[config.mk]
export PLATFORM = sky130hd
export DESIGN_NAME = swp_sequencer
export DESIGN_NICKNAME = d
export VERILOG_FILES = /design/src/rtl/swp_pkg.sv /design/src/rtl/swp_matcher.sv /design/src/rtl/swp_flags.sv /design/src/rtl/swp_decide.sv /design/src/rtl/swp_sequencer.sv
export SDC_FILE = /design/constraint.sdc
export NUM_CORES = 1
export LEC_CHECK = 0
export BUFFER_PORTS_ARGS = -buffer_cell sky130_fd_sc_hd__buf_2
export CAP_MARGIN = 15
export CORE_ASPECT_RATIO = 0.75
export CORE_MARGIN = 1.5
export CORE_UTILIZATION = 40
export CTS_CLUSTER_SIZE = 28
export DETAILED_ROUTE_END_ITERATION = 16
export PLACE_DENSITY = 0.66
export SYNTH_ARGS = -nofsm -noshare
export SYNTH_HDL_FRONTEND = slang
export SYNTH_SLANG_ARGS = --single-unit
[constraint.sdc]
create_clock -name clk -period 1.9 [get_ports clk]
set_input_delay 0.19 -clock clk [delete_from_list [all_inputs] [get_ports clk]]
set_output_delay 0.19 -clock clk [all_outputs]
set_load 0.03 [all_outputs]
[src/rtl/swp_pkg.sv]
package swp_pkg;

    localparam int ADDR_W = 17;
    localparam int DATA_W = 8;

    localparam logic [ADDR_W-1:0] CMD_ADDR_A = 17'h05555;
    localparam logic [ADDR_W-1:0] CMD_ADDR_B = 17'h02AAA;

    localparam logic [DATA_W-1:0] BYTE_AA  = 8'hAA;
    localparam logic [DATA_W-1:0] BYTE_55  = 8'h55;
    localparam logic [DATA_W-1:0] BYTE_ON  = 8'hA0;
    localparam logic [DATA_W-1:0] BYTE_ESC = 8'h80;
    localparam logic [DATA_W-1:0] BYTE_OFF = 8'h20;

    typedef enum logic [2:0] {
        M_IDLE, M_P1, M_P2, M_D3, M_D4, M_D5, M_OPEN
    } mstate_e;

    typedef enum logic [1:0] {
        PEND_NONE, PEND_SET, PEND_CLR
    } pend_e;

    localparam logic [1:0] KIND_PASS = 2'd0;
    localparam logic [1:0] KIND_DROP = 2'd1;
    localparam logic [1:0] KIND_CMD  = 2'd2;

    typedef struct packed {
        mstate_e nxt;
        logic    hit;
        pend_e   pend;
    } step_t;

    function automatic step_t seq_step(mstate_e s, logic [ADDR_W-1:0] a, logic [DATA_W-1:0] d);
        step_t r;
        r.nxt  = s;
        r.hit  = 1'b0;
        r.pend = PEND_NONE;
        case (s)
            M_IDLE: if (a == CMD_ADDR_A && d == BYTE_AA) begin r.nxt = M_P1; r.hit = 1'b1; end
            M_P1:   if (a == CMD_ADDR_B && d == BYTE_55) begin r.nxt = M_P2; r.hit = 1'b1; end
            M_P2: begin
                if (a == CMD_ADDR_A && d == BYTE_ON) begin
                    r.nxt = M_OPEN; r.hit = 1'b1; r.pend = PEND_SET;
                end else if (a == CMD_ADDR_A && d == BYTE_ESC) begin
                    r.nxt = M_D3; r.hit = 1'b1;
                end
            end
            M_D3:   if (a == CMD_ADDR_A && d == BYTE_AA) begin r.nxt = M_D4; r.hit = 1'b1; end
            M_D4:   if (a == CMD_ADDR_B && d == BYTE_55) begin r.nxt = M_D5; r.hit = 1'b1; end
            M_D5: begin
                if (a == CMD_ADDR_A && d == BYTE_OFF) begin
                    r.nxt = M_OPEN; r.hit = 1'b1; r.pend = PEND_CLR;
                end
            end
            default: ;
        endcase
        return r;
    endfunction

endpackage

[src/rtl/swp_matcher.sv]
module swp_matcher
    import swp_pkg::*;
#(
    parameter int BLK_W = 2
) (
    input  logic              clk,
    input  logic              rst,
    input  logic              wr_valid,
    input  logic [BLK_W-1:0]  wr_blk,
    input  logic [ADDR_W-1:0] wr_addr,
    input  logic [DATA_W-1:0] wr_data,
    input  logic              period_end,
    output logic              cmd_hit,
    output logic              open_hit,
    output pend_e             pend_o,
    output logic [BLK_W-1:0]  seq_blk_o
);

    mstate_e           st_q, st_eff, st_n;
    pend_e             pend_q, pend_eff, pend_n;
    logic [BLK_W-1:0]  blk_q, blk_n;
    logic              same_blk;
    step_t             r;

    assign st_eff   = period_end ? M_IDLE : st_q;
    assign pend_eff = period_end ? PEND_NONE : pend_q;
    assign same_blk = (st_eff == M_IDLE) || (wr_blk == blk_q);
    assign r        = seq_step(st_eff, wr_addr, wr_data);

    assign cmd_hit  = wr_valid && same_blk && r.hit;
    assign open_hit = wr_valid && (st_eff == M_OPEN) && (wr_blk == blk_q);

    always_comb begin
        st_n   = st_eff;
        pend_n = pend_eff;
        blk_n  = blk_q;
        if (wr_valid) begin
            if (cmd_hit) begin
                st_n  = r.nxt;
                blk_n = wr_blk;
                if (r.pend != PEND_NONE) pend_n = r.pend;
            end else if (st_eff != M_OPEN) begin
                st_n = M_IDLE;
            end
        end
    end

    always_ff @(posedge clk) begin
        if (rst) begin
            st_q   <= M_IDLE;
            pend_q <= PEND_NONE;
            blk_q  <= '0;
        end else begin
            st_q   <= st_n;
            pend_q <= pend_n;
            blk_q  <= blk_n;
        end
    end

    assign pend_o    = pend_q;
    assign seq_blk_o = blk_q;

endmodule

[src/rtl/swp_flags.sv]
module swp_flags
    import swp_pkg::*;
#(
    parameter int NUM_BLK = 4,
    parameter int BLK_W   = 2
) (
    input  logic               clk,
    input  logic               period_end,
    input  pend_e              pend,
    input  logic [BLK_W-1:0]   seq_blk,
    output logic [NUM_BLK-1:0] prot_q,
    output logic [NUM_BLK-1:0] prot_eff
);

    logic [NUM_BLK-1:0] flag_r = '0;
    logic [NUM_BLK-1:0] prot_app;

    always_comb begin
        prot_app = flag_r;
        if (pend == PEND_SET)      prot_app[seq_blk] = 1'b1;
        else if (pend == PEND_CLR) prot_app[seq_blk] = 1'b0;
    end

    always_ff @(posedge clk) begin
        if (period_end) flag_r <= prot_app;
    end

    assign prot_q   = flag_r;
    assign prot_eff = period_end ? prot_app : flag_r;

endmodule

[src/rtl/swp_decide.sv]
module swp_decide
    import swp_pkg::*;
#(
    parameter int NUM_BLK = 4,
    parameter int BLK_W   = 2
) (
    input  logic               clk,
    input  logic               rst,
    input  logic               wr_valid,
    input  logic [BLK_W-1:0]   wr_blk,
    input  logic               cmd_hit,
    input  logic               open_hit,
    input  logic [NUM_BLK-1:0] prot_eff,
    output logic               dec_valid,
    output logic [1:0]         dec_kind,
    output logic               dummy_busy
);

    logic [1:0] kind_n;

    always_comb begin
        if (cmd_hit)               kind_n = KIND_CMD;
        else if (open_hit)         kind_n = KIND_PASS;
        else if (prot_eff[wr_blk]) kind_n = KIND_DROP;
        else                       kind_n = KIND_PASS;
    end

    always_ff @(posedge clk) begin
        if (rst) begin
            dec_valid  <= 1'b0;
            dec_kind   <= KIND_PASS;
            dummy_busy <= 1'b0;
        end else begin
            dec_valid  <= wr_valid;
            dec_kind   <= wr_valid ? kind_n : KIND_PASS;
            dummy_busy <= wr_valid && (kind_n == KIND_DROP);
        end
    end

endmodule

[src/rtl/swp_sequencer.sv]
module swp_sequencer
    import swp_pkg::*;
#(
    parameter int  NUM_BLK = 4,
    localparam int BLK_W   = (NUM_BLK > 1) ? $clog2(NUM_BLK) : 1
) (
    input  logic               clk,
    input  logic               rst,
    input  logic               wr_valid,
    input  logic [BLK_W-1:0]   wr_blk,
    input  logic [ADDR_W-1:0]  wr_addr,
    input  logic [DATA_W-1:0]  wr_data,
    input  logic               period_end,
    output logic               dec_valid,
    output logic [1:0]         dec_kind,
    output logic               dummy_busy,
    output logic [NUM_BLK-1:0] protect
);

    logic               cmd_hit, open_hit;
    pend_e              pend;
    logic [BLK_W-1:0]   seq_blk;
    logic [NUM_BLK-1:0] prot_eff;

    swp_matcher #(.BLK_W(BLK_W)) u_match (
        .clk(clk), .rst(rst), .wr_valid(wr_valid), .wr_blk(wr_blk),
        .wr_addr(wr_addr), .wr_data(wr_data), .period_end(period_end),
        .cmd_hit(cmd_hit), .open_hit(open_hit), .pend_o(pend), .seq_blk_o(seq_blk)
    );

    swp_flags #(.NUM_BLK(NUM_BLK), .BLK_W(BLK_W)) u_flags (
        .clk(clk), .period_end(period_end), .pend(pend), .seq_blk(seq_blk),
        .prot_q(protect), .prot_eff(prot_eff)
    );

    swp_decide #(.NUM_BLK(NUM_BLK), .BLK_W(BLK_W)) u_dec (
        .clk(clk), .rst(rst), .wr_valid(wr_valid), .wr_blk(wr_blk),
        .cmd_hit(cmd_hit), .open_hit(open_hit), .prot_eff(prot_eff),
        .dec_valid(dec_valid), .dec_kind(dec_kind), .dummy_busy(dummy_busy)
    );

endmodule

==> impl_results.md <==
* Status: finished, final reports clean
* #FFs+latches synth at 15
* Largest net degree at the start of global routing at 17
* Die X at ~65 um
* # rows at 16
* Total grt overflow at 0
* Post-CTS Hold Buffers at 0
* Synth Instances at between 100 and 150
* Final Max Tran Viols at 0
* Setup TNS at 0 ns
* Total vias in the final route at 1175
* Highest-count cells in the layout ignoring fill and taps: buf_2, nor2_1, dfxtp_1
* Crit path launch: u_match.st_q[0]
* RSZ-0062 raised after global routing: false
* PostCTS Resize Cnt at 0
* Root buf cell: clkbuf_8
* Peak VDD IR at 0.000265 V
* Max_cap viols at 0
* Syn Area/Cell at between 8 and 9 um2
* YS warnings at 0
* PwrDens at between 400 and 500 nW/um2
* CTS tree: yes
* Final design utilization at between 50% and 60%
* Area grow syn2layout at 22.9%
* Die H at 49.7 um
* Total CTS buffers at 3
* Fmax at between 0.5 and 0.6 GHz
* RR Startpoint: u_match.st_q[0]
* Layout cells sized above 1 at roughly a third
* IO Count at 39
* Hold Startpoint: rst
* Post-Syn Nets at roughly 170
* WHS at 0.238 ns
* DRT iter0 DRCs at a little under 90
* Post-DR vias/cell at 5.60
* WP data required at around 2.1 ns
* Worst-skew pair later-pin latency at 0.25 ns
* Worst Tran Pin Value at roughly 0.52 ns
* Final setup margin at between 0.1 and 0.15 ns
* Total track usage at around a fifth
* Final net count at around 210
* Pre-CTS setup slack at between 0.1 and 0.15 ns
* Startpoint types: register
* Clock transition at the registers of the reported paths at roughly 0.06 ns
* Max Clock Skew at 0.00550 ns
* Rel. slew slack at 64.9%
* Sequential-to-total area share from yosys stat at ~26%
* Post-DP HPWL at approximately 2400 um
* Antenna-violating nets left at 0
* Final setup fails at 0
* Pre-Repair DR Iteration Count at 4
* WL/cell at around 14 um
* WL final at a little under 3000 um
* Yosys cell types at 47
* First-pass GRT wire length at 5260 um
* FILL cells at roughly 260
* Setup Buffers After CTS at 0
* Core area at ~2700 um2
* Commonest non-fill, non-tap cell in the layout: buf_2
* Clock sink count at 15
* Count of final hold-check violations at 0
* Port Buf Inserts at 38
* Starting density of the core at a little over two fifths
* Arrival time worst endpoint at 1.97 ns
* Setup crit end kind: register
* Detailed-route DRC error count at 0
* Initial antenna violation count at 0
* Part of the cycle the worst path needs at a little over nine tenths
* CP Class: register to register
* Final Critical Period at roughly 1.8 ns
* GP Congestion at between 0.9 and 1
* H-tree levels at 1
* Critical-path maximum fanout at 5
* Pwr Total at approximately 0.00067 W
* Synthesized area at 1160 um2
* P_leak at just under 0.6 nW
* Die area at 3250 um2
* N_diodes at 0
* CTS max path bufs at 2
* Number of global-route vias before repair at between 1000 and 1500
* Hold Crit Class: input pin to register
## cell usage after synthesis (all sizes together)
library cell,n,area (um2)
nor2,16,60.1
mux2i,2,20.0
xor2,2,17.5
nand4b,4,35.0
nor4bb,5,50.1
a21oi,9,45.0
and4b,2,20.0
a41o,1,10.0
o21a,2,15.0
mux4,1,22.5
nand2b,8,50.1
clkbuf,1,3.75
nor4b,3,47.5
nor2b,5,31.3
and4bb,2,25.0
nand4bb,1,11.3
a211oi,4,35.0
nand3b,1,7.51
nand3,7,35.0
inv,3,11.3
and4,2,17.5
o21ai,2,13.8
and3,1,6.26
buf,6,41.3
nor3b,2,15.0
o31a,2,26.3
a221o,1,10.0
and2,1,6.26
nor3,8,56.3
a31oi,2,12.5
o211ai,2,20.0
dfxtp,15,300
and3b,1,8.76
nand2,4,15.0
o32ai,1,8.76
nand4,6,52.6
## report_power, final
part | leakage, nW | switching, W | internal, W | total [W]
clock network | 0.0255 | 0.000115 | 0.000145 | 0.000260
registers | 0.121 | 0.000000251 | 0.000316 | 0.000316
logic | 0.435 | 0.0000475 | 0.0000431 | 0.0000906
## final timing paths
path                                        endpoint  slack (ns)  depth (start not counted)
worst min register to register     u_flags.prot_q[1]        0.52                          2
worst max-delay path            u_match.seq_blk_o[1]        0.11                          6
worst min-delay path               u_match.pend_o[0]        0.24                          2
worst max register to register  u_match.seq_blk_o[1]        0.11                          6
## flip-flops by register name, indices dropped and copies added (netlist names)
signal and flops:
u_flags.prot_q 4, u_match.st_q 3, u_dec.dec_kind 2, u_match.pend_o 2, u_match.seq_blk_o 2, u_dec.dec_valid 1
u_dec.dummy_busy 1
## critical path, stage by stage, from the launching register on
cell	delay, ns
dfxtp_1	0.36
nor3_1	0.40
o211ai_1	0.15
a211oi_2	0.23
a21oi_1	0.10
o211ai_2	0.26
mux2i_1	0.21
## layout make-up
| class | count | area (um2) | share of cell area (%) |
|---|---|---|---|
| clock buffer | 3 | 41.3 | 2.89 |
| clock inverter | 1 | 5.00 | 0.350 |
| inverter | 3 | 11.3 | 0.787 |
| multi-input combinational | 110 | 807 | 56.4 |
| sequential | 15 | 300 | 21.0 |
| tap | 36 | 45.0 | 3.15 |
| timing repair buffer | 42 | 220 | 15.4 |
## per-stage QoR
stage | instances | cell area [um2]
CTS | 210 | 1430
floorplan | 135 | 1160
detailed placement | 206 | 1380
global route | 210 | 1430
global placement | 206 | 1380
finish | 210 | 1430
## cell families (layout without fill, tap and decap cells)
kind of cell / Yosys count / in the layout / synth area share [%]
and+or+nand+nor: 79 / 79 / 47.3
AOI/OAI and AO/OA: 26 / 26 / 16.9
DFF: 15 / 15 / 25.8
buffers and inverters: 10 / 49 / 4.84
muxes: 3 / 3 / 3.66
xor gates and xnor gates: 2 / 2 / 1.51
## metal layers
layer / share of wire [%] / vias up / GRT usage [%]
li1: - / 602 / -
met1: 48 / 522 / 30.9
met2: 43 / 49 / 31.3
met3: 9.3 / 2 / 5.71
met4: 0.27 / 0 / 2.08
met5: 0 / - / 0
(Power assumes the default switching activity.)
